==> config.mk <==
export PLATFORM = sky130hd
export DESIGN_NAME = iso_sync_extract
export DESIGN_NICKNAME = d
export VERILOG_FILES = /design/src/rtl/iso_sync_pkg.sv /design/src/rtl/iso_rst_sync.sv /design/src/rtl/iso_slot_tracker.sv /design/src/rtl/iso_side_check.sv /design/src/rtl/iso_audio_stage.sv /design/src/rtl/iso_sync_extract.sv
export SDC_FILE = /design/constraint.sdc
export NUM_CORES = 1
export LEC_CHECK = 0
export ABC_CLOCK_PERIOD_IN_PS = 6100
export BUFFER_PORTS_ARGS = -buffer_cell sky130_fd_sc_hd__buf_2
export CAP_MARGIN = 20
export CORE_AREA = 2 2 130 132
export DETAILED_ROUTE_END_ITERATION = 8
export DIE_AREA = 0 0 132 134
export PLACE_DENSITY = 0.61
export SYNTH_ARGS = -nofsm -noshare
export SYNTH_HDL_FRONTEND = slang
export SYNTH_SLANG_ARGS = --single-unit
==> constraint.sdc <==
create_clock -name clk -period 6.1 [get_ports clk]
set_input_delay 1.22 -clock clk [delete_from_list [all_inputs] [get_ports clk]]
set_output_delay 1.22 -clock clk [all_outputs]
set_load 0.02 [all_outputs]
==> src/rtl/iso_sync_pkg.sv <==
package iso_sync_pkg;
  localparam int NUM_CH    = 28;
  localparam int GROUP_CH  = 8;
  localparam int HDR_QUADS = 2;
  localparam int QUAD_W    = 32;
  localparam int SIDE_W    = 8;
  localparam int AUDIO_W   = QUAD_W - SIDE_W;
  localparam int CH_W      = $clog2(NUM_CH);
  localparam int GRP_W     = $clog2(GROUP_CH);
  localparam int CNT_W     = 2 * SIDE_W;

  // channel positions of the primary side bytes
  localparam int TXLO_CH  = 0;
  localparam int RXLO_CH  = 1;
  localparam int RXHI_CH  = 4;
  localparam int TXHI_CH  = 5;
  localparam int FRAME_CH = 6;
  localparam int PHASE_CH = 7;

  typedef struct packed {
    logic [SIDE_W-1:0] frame;
    logic [SIDE_W-1:0] phase;
    logic [CNT_W-1:0]  rx;
    logic [CNT_W-1:0]  tx;
    logic              err;
  } sync_rec_t;
endpackage

==> src/rtl/iso_rst_sync.sv <==
module iso_rst_sync (
  input  logic clk,
  input  logic rst_n,
  output logic rst_no
);
  logic [1:0] sh_q;

  always_ff @(posedge clk or negedge rst_n) begin
    if (!rst_n) sh_q <= 2'b00;
    else        sh_q <= {sh_q[0], 1'b1};
  end

  assign rst_no = sh_q[1];
endmodule

==> src/rtl/iso_slot_tracker.sv <==
module iso_slot_tracker
  import iso_sync_pkg::*;
#(
  parameter int CHANNELS = NUM_CH,
  parameter int HDR      = HDR_QUADS
) (
  input  logic                clk,
  input  logic                rst_ni,
  input  logic                beat_i,
  input  logic                sop_i,
  output logic                payload_o,
  output logic [CH_W-1:0]     chan_o
);
  localparam int HW = $clog2(HDR + 1);
  localparam logic [CH_W-1:0] LAST_CH = CH_W'(CHANNELS - 1);
  localparam logic [HW-1:0]   HDR_REST = HW'(HDR - 1);

  logic              in_pkt_q, in_pkt_d;
  logic [HW-1:0]     hdr_q, hdr_d;
  logic [CH_W-1:0]   ch_q, ch_d;

  assign payload_o = beat_i && !sop_i && in_pkt_q && (hdr_q == '0);
  assign chan_o    = ch_q;

  always_comb begin
    in_pkt_d = in_pkt_q;
    hdr_d    = hdr_q;
    ch_d     = ch_q;
    if (beat_i) begin
      if (sop_i) begin
        in_pkt_d = 1'b1;
        hdr_d    = HDR_REST;
        ch_d     = '0;
      end else if (hdr_q != '0) begin
        hdr_d = hdr_q - HW'(1);
      end else if (in_pkt_q) begin
        ch_d = (ch_q == LAST_CH) ? '0 : ch_q + CH_W'(1);
      end
    end
  end

  always_ff @(posedge clk or negedge rst_ni) begin
    if (!rst_ni) begin
      in_pkt_q <= 1'b0;
      hdr_q    <= '0;
      ch_q     <= '0;
    end else if (beat_i) begin
      in_pkt_q <= in_pkt_d;
      hdr_q    <= hdr_d;
      ch_q     <= ch_d;
    end
  end

  // channel index stays inside the slot
  a_r3_chan_range: assert property (@(posedge clk) disable iff (!rst_ni)
    ch_q <= LAST_CH);
endmodule

==> src/rtl/iso_side_check.sv <==
module iso_side_check
  import iso_sync_pkg::*;
#(
  parameter int CHANNELS = NUM_CH,
  parameter int GROUP    = GROUP_CH
) (
  input  logic               clk,
  input  logic               rst_ni,
  input  logic               beat_i,
  input  logic [CH_W-1:0]    chan_i,
  input  logic [SIDE_W-1:0]  side_i,
  output logic               valid_o,
  output sync_rec_t          rec_o,
  output logic               missed_o
);
  localparam logic [CH_W-1:0] LAST_CH = CH_W'(CHANNELS - 1);
  localparam logic [CH_W-1:0] GRP_LIM = CH_W'(GROUP);

  logic [SIDE_W-1:0] prim_q [GROUP];
  logic [GROUP-1:0]  wr;

  for (genvar g = 0; g < GROUP; g++) begin : g_prim
    assign wr[g] = beat_i && (chan_i == CH_W'(g));
    always_ff @(posedge clk or negedge rst_ni) begin
      if (!rst_ni)    prim_q[g] <= '0;
      else if (wr[g]) prim_q[g] <= side_i;
    end
  end

  logic [SIDE_W-1:0] ref_byte;
  logic              mism, last;
  logic [CNT_W-1:0]  rx_now, tx_now, prev_inc;

  assign ref_byte = prim_q[chan_i[GRP_W-1:0]];
  assign mism     = beat_i && (chan_i >= GRP_LIM) && (side_i != ref_byte);
  assign last     = beat_i && (chan_i == LAST_CH);
  assign rx_now   = {prim_q[RXHI_CH], prim_q[RXLO_CH]};
  assign tx_now   = {prim_q[TXHI_CH], prim_q[TXLO_CH]};

  logic              acc_q, acc_d;
  logic              have_q, have_d;
  logic [CNT_W-1:0]  prev_q, prev_d;
  sync_rec_t         rec_q, rec_d;
  logic              valid_q, valid_d;
  logic              miss_q, miss_d;

  assign prev_inc = prev_q + CNT_W'(1);

  always_comb begin
    acc_d   = acc_q;
    have_d  = have_q;
    prev_d  = prev_q;
    rec_d   = rec_q;
    valid_d = last;
    miss_d  = 1'b0;
    if (beat_i && chan_i == '0) acc_d = 1'b0;
    else if (mism)              acc_d = 1'b1;
    if (last) begin
      rec_d.frame = prim_q[FRAME_CH];
      rec_d.phase = prim_q[PHASE_CH];
      rec_d.rx    = rx_now;
      rec_d.tx    = tx_now;
      rec_d.err   = acc_q | mism;
      miss_d      = have_q && (rx_now != prev_inc);
      prev_d      = rx_now;
      have_d      = 1'b1;
    end
  end

  always_ff @(posedge clk or negedge rst_ni) begin
    if (!rst_ni) begin
      acc_q   <= 1'b0;
      have_q  <= 1'b0;
      prev_q  <= '0;
      rec_q   <= '0;
      valid_q <= 1'b0;
      miss_q  <= 1'b0;
    end else begin
      valid_q <= valid_d;
      miss_q  <= miss_d;
      if (beat_i) acc_q <= acc_d;
      if (last) begin
        have_q <= have_d;
        prev_q <= prev_d;
        rec_q  <= rec_d;
      end
    end
  end

  assign valid_o  = valid_q;
  assign rec_o    = rec_q;
  assign missed_o = miss_q;

  // one pulse per slot
  a_r4_single_pulse: assert property (@(posedge clk) disable iff (!rst_ni)
    valid_q |=> !valid_q);
  // a gap is reported only inside the field window
  a_r7_miss_in_window: assert property (@(posedge clk) disable iff (!rst_ni)
    miss_q |-> valid_q);
endmodule

==> src/rtl/iso_audio_stage.sv <==
module iso_audio_stage
  import iso_sync_pkg::*;
(
  input  logic               clk,
  input  logic               rst_ni,
  input  logic               load_i,
  input  logic [AUDIO_W-1:0] data_i,
  input  logic [CH_W-1:0]    chan_i,
  input  logic               out_ready_i,
  output logic               in_ready_o,
  output logic               out_valid_o,
  output logic [AUDIO_W-1:0] out_data_o,
  output logic [CH_W-1:0]    out_chan_o,
  output logic               out_sos_o
);
  logic               vld_q, vld_d;
  logic [AUDIO_W-1:0] dat_q;
  logic [CH_W-1:0]    ch_q;
  logic               sos_q;

  assign in_ready_o = !vld_q || out_ready_i;

  always_comb begin
    vld_d = vld_q;
    if (load_i)           vld_d = 1'b1;
    else if (out_ready_i) vld_d = 1'b0;
  end

  always_ff @(posedge clk or negedge rst_ni) begin
    if (!rst_ni) begin
      vld_q <= 1'b0;
      dat_q <= '0;
      ch_q  <= '0;
      sos_q <= 1'b0;
    end else begin
      vld_q <= vld_d;
      if (load_i) begin
        dat_q <= data_i;
        ch_q  <= chan_i;
        sos_q <= (chan_i == '0);
      end
    end
  end

  assign out_valid_o = vld_q;
  assign out_data_o  = dat_q;
  assign out_chan_o  = ch_q;
  assign out_sos_o   = sos_q;

  // stalled word holds
  a_r8_hold: assert property (@(posedge clk) disable iff (!rst_ni)
    (vld_q && !out_ready_i) |=> (vld_q && $stable(dat_q) && $stable(ch_q) && $stable(sos_q)));
  // a loaded payload word is presented
  a_r1_load_shows: assert property (@(posedge clk) disable iff (!rst_ni)
    load_i |=> vld_q);
endmodule

==> src/rtl/iso_sync_extract.sv <==
module iso_sync_extract
  import iso_sync_pkg::*;
(
  input  logic        clk,
  input  logic        rst_n,
  input  logic        in_valid,
  output logic        in_ready,
  input  logic [31:0] in_data,
  input  logic        in_sop,
  output logic        out_valid,
  input  logic        out_ready,
  output logic [23:0] out_data,
  output logic [4:0]  out_chan,
  output logic        out_sos,
  output logic        sync_valid,
  output logic [7:0]  sync_frame,
  output logic [7:0]  sync_phase,
  output logic [15:0] sync_rx_count,
  output logic [15:0] sync_tx_size,
  output logic        sync_err,
  output logic        sync_missed
);
  logic            rst_ni;
  logic            accept, payload;
  logic [CH_W-1:0] chan;
  sync_rec_t       rec;

  iso_rst_sync u_rst (.clk(clk), .rst_n(rst_n), .rst_no(rst_ni));

  assign accept = in_valid && in_ready;

  iso_slot_tracker #(.CHANNELS(NUM_CH), .HDR(HDR_QUADS)) u_trk (
    .clk(clk), .rst_ni(rst_ni), .beat_i(accept), .sop_i(in_sop),
    .payload_o(payload), .chan_o(chan)
  );

  iso_side_check #(.CHANNELS(NUM_CH), .GROUP(GROUP_CH)) u_side (
    .clk(clk), .rst_ni(rst_ni), .beat_i(payload), .chan_i(chan),
    .side_i(in_data[SIDE_W-1:0]),
    .valid_o(sync_valid), .rec_o(rec), .missed_o(sync_missed)
  );

  iso_audio_stage u_aud (
    .clk(clk), .rst_ni(rst_ni), .load_i(payload),
    .data_i(in_data[QUAD_W-1:SIDE_W]), .chan_i(chan),
    .out_ready_i(out_ready), .in_ready_o(in_ready),
    .out_valid_o(out_valid), .out_data_o(out_data),
    .out_chan_o(out_chan), .out_sos_o(out_sos)
  );

  assign sync_frame    = rec.frame;
  assign sync_phase    = rec.phase;
  assign sync_rx_count = rec.rx;
  assign sync_tx_size  = rec.tx;
  assign sync_err      = rec.err;
endmodule

==> PnR_summary.wiki, run 1 <==
{| class="wikitable"
! Metric !! Value
|-
| Result of the run || finished clean
|-
| Horizontal extent of the die || 132 um
|-
| Fraction of layout instances using a drive strength above 1 || 29.7%
|-
| TritonCTS clock tree || done
|-
| Total Routed Length || 16700 um
|-
| R2R cell count || 9
|-
| Sequential fraction of the synthesis area || 55.0%
|-
| Leading cell types in the layout, fill and taps excluded || 240 x nand2_1, 157 x dfrtp_1, 119 x buf_2, 64 x mux2_2, 22 x mux2i_1
|-
| Maximum clock frequency || 263 MHz
|-
| Number of filler cells placed in the layout || 1484
|-
| Reg-to-reg critical path startpoint || u_trk.hdr_q[0]$_DFFE_PN0P_
|-
| Area share of the largest cell type after synthesis || 55.0%
|-
| Dominant cell type by area after synthesis || dfrtp_1
|-
| Routability cong. || 0.783
|-
| Max-slew headroom || 34.8%
|-
| Half-perimeter wire length after detailed placement || ~11000 um
|-
| Clock edge transition at the registers on the reported setup and hold paths || roughly 60 ps
|-
| Gr usage total || 19.7%
|-
| Setup slack, reg-to-reg || 2570 ps
|-
| Total congestion overflow || 0
|-
| Final max-slew violation count || 0
|-
| Post-Syn Area || 7190 um2
|-
| Clock Skews || approximately 10 ps
|-
| Antenna violations before repair || 0
|-
| Launch point of the critical path || in_sop
|-
| Data required time of the critical path || 6440 ps
|-
| Crit path capture type || flip-flop
|-
| Synth Net Count || 723
|-
| Placement Rows || 47
|-
| Number of setup buffers added after CTS || 0
|-
| CP Launch Type || input port
|-
| Number of port buffers || ~120
|-
| Via count of the first global-routing pass || between 5000 and 6000
|-
| Number of buffers on the longest clock path || 2
|-
| Clock sink count || roughly 160
|-
| Via total after detailed routing || around 5000
|-
| Hold bufs inserted after CTS || 0
|-
| Height of the die || 134 um
|-
| Class of the most critical hold timing path || flip-flop to async pin
|-
| Synth Area per Inst || between 10 and 15 um2
|-
| Worst Tran Pin Value || 978 ps
|-
| Die area || ~18000 um2
|-
| Routed length per placed instance || between 15 and 20 um
|-
| Post-detailed-route count of antenna-violating nets || 0
|-
| Power Dens Cells || between 300 and 400 nW/um2
|-
| Largest net degree at the start of global routing || 82
|-
| I/O pin total || 120
|-
| Hold slack || 179 ps
|-
| Number of distinct library cells after synthesis || 54
|-
| Setup TNS || 0 ps
|-
| Number of nets in the layout || 826
|-
| Endpoint arrival time on the critical path || 4140 ps
|-
| Detailed router's first-iteration violation count || 275
|-
| Setup repair after global routing missed its margin || no
|-
| Worst skew pair latency || between 400 and 500 ps
|-
| CTS H-Tree Depth || 4
|-
| Number of gates given a new drive strength after cts || 0
|-
| Most frequent standard cell in the layout excluding fill and tap cells || nand2_1
|-
| Type of the worst setup path || input port to flip-flop
|-
| DR vias/cell || 5.05
|-
| Final setup fails || 0
|-
| Core Region || 16300 um2
|-
| LEAKAGE || 0.00453 uW
|-
| Number of instances in the synthesized netlist || 680
|-
| Signed area change from the synthesized netlist to the final layout || 19.1%
|-
| Inserted Clock Buffers || 17
|-
| Number of warning messages in the yosys log || 0
|-
| Starting Density || 44.1%
|-
| Antenna fix cells || 0
|-
| Number of maximum-capacitance violations || 0
|-
| CTS Root Buffer Type || clkbuf_16
|-
| Crit Path Max Fanout || 51
|-
| FF+latch count, synth || about 160
|-
| Post-layout min period || 3800 ps
|-
| Biggest area contributors in the synthesized netlist || dfrtp_1 55%, nand2_1 13%, mux2_2 10%
|-
| Detailed-route DRC error count || 0
|-
| Portion of the clock cycle consumed by the worst path in the final layout || 62.4%
|-
| Wire length of the first global-routing pass || 27600 um
|-
| Pre-Repair DR Iteration Count || 4
|-
| Hold Vio Cnt, Final || 0
|-
| Worst R2R End || u_side.missed_o$_DFF_PN0_
|-
| IR drop worst, VDD || 204 uV
|}
[cell families (layout without fill, tap and decap cells)]
family / after synthesis / in the layout / share of synthesized area, %
AOI/OAI and AO/OA: 53 / 53 / 4.77
xor gates and xnor gates: 20 / 20 / 2.44
adders and majority gates: 6 / 6 / 1.04
buffers and inverters: 49 / 164 / 2.99
DFF: 158 / 158 / 55.0
muxes: 96 / 96 / 15.9
other: 1 / 1 / 0.0522
and+or+nand+nor: 297 / 297 / 17.8
[worst max-delay path by stage]
| stage | cells after the start | slack, ps | endpoint |
|---|---|---|---|
| after floorplan | 0 | 1370 | u_aud.out_chan_o[0]$_DFFE_PN0P_ |
| after global placement | 8 | 1900 | u_side.missed_o$_DFF_PN0_ |
| after detailed placement | 8 | 1820 | u_side.missed_o$_DFF_PN0_ |
| after CTS | 8 | 2240 | u_side.missed_o$_DFF_PN0_ |
| after global routing | 8 | 1890 | u_side.missed_o$_DFF_PN0_ |
| final | 8 | 2300 | u_side.missed_o$_DFF_PN0_ |
[layout make-up]
class / count / area, um2 / area share [%]
well taps: 220 / 275 / 3.21
multi-input cells: 473 / 3020 / 35.3
clock inverters: 11 / 166 / 1.94
flip-flops and latches: 158 / 3960 / 46.2
inverters: 9 / 33.8 / 0.395
clock buffers: 20 / 447 / 5.22
repair buffers: 124 / 661 / 7.72
[power breakdown]
group          leakage, uW  switching, uW  internal [uW]
Combinational      0.00211            411            313
Clock             0.000292            415            691
Sequential         0.00213            141           1210
[sequential cells by signal, summed over array words and instances (netlist names), 2 cells and up]
register          count
u_side.prim_q        64
u_side.rec_o         33
u_aud.out_data_o     24
u_side.prev_q        16
u_aud.out_chan_o      5
u_trk.chan_o          5
u_rst.sh_q            2
u_trk.hdr_q           2
[routing by layer]
layer | part of all wire, % | wire length [um] | track usage, % | vias to the layer above
li1 | - | - | - | 2491
met3 | 3.2 | 538 | 3.36 | 16
met4 | 1.4 | 240 | 6.28 | 0
met5 | 0 | 0 | 0 | -
met2 | 48 | 8000 | 31.9 | 87
met1 | 47 | 7920 | 27.4 | 2534
[cells in the mapped netlist, drive strengths merged]
master,n
a32o,1
o31ai,1
buf,16
and2,2
nor3,3
nand2,240
nor2,10
mux2i,22
o21ai,15
a2111oi,1
o211ai,1
nand4b,3
nand4,5
a22oi,8
inv,9
a31o,1
conb,1
nand2b,3
nand3,3
nor2b,3
nor4,2
a211oi,1
ha,6
a22o,1
or3,1
mux2,66
or4,2
a41oi,1
nand3b,1
dfrtp,158
and4,5
mux4,8
xnor2,9
a21oi,10
a211o,2
and4b,2
and3,10
o2bb2ai,1
o21a,1
clkbuf,24
o22ai,3
or2,2
a31oi,5
xor2,11
[worst max-delay path, cell delays in order]
cell and delay [ps]:
buf_2 130, nor2b_1 230, nand4_2 750, or2_1 500, buf_4 310, inv_2 700
nand2_1 110, a31oi_1 160
[through the flow]
| step | area [um2] | utilization, % | cells | total power, uW | worst slack (ps) |
|---|---|---|---|---|---|
| after CTS | 8520 | 52.3 | 1013 | 3200 | 2240 |
| after detailed placement | 7910 | 48.5 | 982 | 2090 | 1820 |
| after floorplan | 7190 | - | 680 | 1860 | 1370 |
| final | 8560 | 52.6 | 1015 | 3180 | 2300 |
| after global routing | 8560 | 52.6 | 1015 | 3350 | 1890 |
| after global placement | 7910 | 48.5 | 982 | 2060 | 1900 |
Note: power is estimated with default switching activity, not from simulation.
==> run 2: changes to the inputs <==
ABC_CLOCK_PERIOD_IN_PS = 3500   (was 6100)
PLACE_DENSITY = 0.64   (was 0.61)
clock period = 3.5 ns   (was 6.1 ns; I/O delays follow)
==> PnR_summary.wiki, run 2 (synthesis results as in run 1) <==
{| class="wikitable"
! Metric !! Value
|-
| Result of the run || finished clean
|-
| Setup repair after global routing missed its margin || no
|-
| Total congestion overflow || 0
|-
| Leading cell types in the layout, fill and taps excluded || 240 x nand2_1, 157 x dfrtp_1, 119 x buf_2, 64 x mux2_2, 22 x mux2i_1
|-
| Horizontal extent of the die || approximately 130 um
|-
| Critical Path, Cell by Cell || mux4_2 -> mux2i_1 -> xor2_1 -> nand4_1 -> o31ai_1 -> a21oi_1
|-
| Core Region || about 16000 um2
|-
| Final max-slew violation count || 0
|-
| Clock Skews || just under 9 ps
|-
| Final instance area || 8570 um2
|-
| Pre-Repair DR Iteration Count || 7
|-
| Internal power || 3840 uW
|-
| TritonCTS clock tree || done
|-
| Worst skew pair latency || 420 ps
|-
| Number of maximum-capacitance violations || 0
|-
| Number of setup buffers added after CTS || 0
|-
| I/O pin total || 120
|-
| Clock power share || 34.3%
|-
| Routed length per placed instance || around 17 um
|-
| Max-slew headroom || 48.2%
|-
| IR drop worst, VDD || around 360 uV
|-
| Setup TNS || 0 ps
|-
| DR vias/cell || around 5.2
|-
| Endpoint arrival time on the critical path || 2710 ps
|-
| Max FFs per register || 64
|-
| Via count of the first global-routing pass || 5487
|-
| Post-layout min period || 2420 ps
|-
| Detailed router's first-iteration violation count || 223
|-
| Reg-to-reg critical path startpoint || u_trk.chan_o[0]$_DFFE_PN0P_
|-
| Category of cells accounting for the largest share of critical-path delay || multiplexers
|-
| Fraction of layout instances using a drive strength above 1 || 30.2%
|-
| Multi-input gate area || 3020 um2
|-
| CTS Root Buffer Type || clkbuf_16
|-
| Launch point of the critical path || u_trk.chan_o[0]$_DFFE_PN0P_
|-
| Half-perimeter wire length after detailed placement || 12000 um
|-
| Gr usage total || 20.1%
|-
| Crit path capture type || flip-flop
|-
| Worst Tran Pin Value || roughly 780 ps
|-
| Worst R2R End || u_side.rec_o[0]$_DFFE_PN0P_
|-
| Maximum clock frequency || 412 MHz
|-
| Height of the die || 134 um
|-
| Setup slack, reg-to-reg || 1080 ps
|-
| Share of total power in sequential cells || 43.4%
|-
| Data required time of the critical path || 3790 ps
|-
| Number of gates given a new drive strength after cts || 0
|-
| Number of filler cells placed in the layout || 1490
|-
| Number of buffers on the longest clock path || 2
|-
| Number of nets in the layout || 831
|-
| Hold bufs inserted after CTS || 0
|-
| Wire length of the first global-routing pass || between 20000 and 30000 um
|-
| Portion of the clock cycle consumed by the worst path in the final layout || 69.3%
|-
| Master of the slowest instance on the critical path || dfrtp_1
|-
| Most frequent standard cell in the layout excluding fill and tap cells || nand2_1
|-
| CP Launch Type || flip-flop
|-
| Switching fraction of total power || a little over 30%
|-
| Crit Path Max Fanout || 11
|-
| Net switching component of the power || 1680 uW
|-
| Number of buffers and inverters on the critical path || 0
|-
| Worst path max stage delay || around 710 ps
|-
| Number of port buffers || 119
|-
| Placement Rows || 47
|-
| Largest net degree at the start of global routing || 61
|-
| Register with the most flip-flops || u_side.prim_q
|-
| Overall power after layout || 5520 uW
|-
| Area occupied by registers || 3960 um2
|-
| CTS H-Tree Depth || 4
|-
| Class of the most critical hold timing path || input port to async pin
|-
| Inserted Clock Buffers || 17
|-
| Post-detailed-route count of antenna-violating nets || 0
|-
| Routability cong. || 0.834
|-
| Final setup fails || 0
|-
| Hold Vio Cnt, Final || 0
|-
| Type of the worst setup path || flip-flop to flip-flop
|-
| Total Routed Length || 16900 um
|-
| Clock sink count || between 150 and 200
|-
| Clock edge transition at the registers on the reported setup and hold paths || 60 ps
|-
| Via total after detailed routing || ~5300
|-
| Detailed-route DRC error count || 0
|-
| Starting Density || 44.1%
|-
| Antenna fix cells || 0
|-
| Logic gate share of total power || 22.3%
|-
| Power Dens Cells || around 640 nW/um2
|-
| Antenna violations before repair || 0
|-
| Placed inst area || about 8000 um2
|-
| Die area || around 18000 um2
|-
| R2R cell count || 6
|-
| LEAKAGE || 0.00455 uW
|-
| Signed area change from the synthesized netlist to the final layout || 19.2%
|}
run 2: changes by cell type in the layout (fill, tap and decap cells not counted):
cell       previous run  this run
clkbuf_8              1         3
buf_8                 1         0
buf_16                1         0
buf_4                 3        10
bufinv_16             4         3
run 2: worst reg2reg max path, stage by stage, from the launching register on:
cell     delay (ps)
dfrtp_1         710
mux4_2          600
mux2i_1         170
xor2_1          160
nand4_1         140
o31ai_1         380
a21oi_1         130
run 2: area by class of cell:
cell class | instances | area share (%)
flip-flops and latches | 158 | 46.2
multi-input cells | 473 | 35.3
repair buffers | 129 | 7.83
clock buffers | 22 | 5.53
well taps | 220 | 3.21
clock inverters | 10 | 1.59
inverters | 9 | 0.394
run 2: worst max path at each step:
stage / to / slack (ps) / cells past startpoint
after floorplan: u_aud.out_chan_o[0]$_DFFE_PN0P_ / 880 / 0
after global placement: u_side.rec_o[0]$_DFFE_PN0P_ / 1110 / 6
after detailed placement: u_side.prim_q[42]$_DFFE_PN0P_ / 1080 / 6
after CTS: u_side.rec_o[0]$_DFFE_PN0P_ / 1070 / 6
after global routing: u_side.rec_o[0]$_DFFE_PN0P_ / 850 / 6
final: u_side.rec_o[0]$_DFFE_PN0P_ / 1080 / 6
run 2: metal layers:
layer  wire, um  up-vias  global-route usage [%]
met5          0        -                       0
met4        303        0                    7.67
met3        689       22                    5.22
met2       8370      135                    32.9
met1       7580     2642                    26.0
li1           -     2502                       -
run 2: stage by stage:
step                worst slack [ps]  utilization, %  std cells  hold slack, ps
floorplan                        883               -        680             331
global placement                1110            48.9        989             339
detailed placement              1080            48.9        989             340
CTS                             1070            52.6       1021            33.0
global route                     854            52.6       1021            25.9
finish                          1080            52.6       1021            55.5
run 2: power groups by stage:
stage	clock network (uW)	registers (uW)	logic, uW
finish	1890	2390	1230
CTS	1940	2390	1240
detailed placement	0	2420	1240
global placement	0	2410	1190
floorplan	0	2510	743
global route	2020	2440	1340
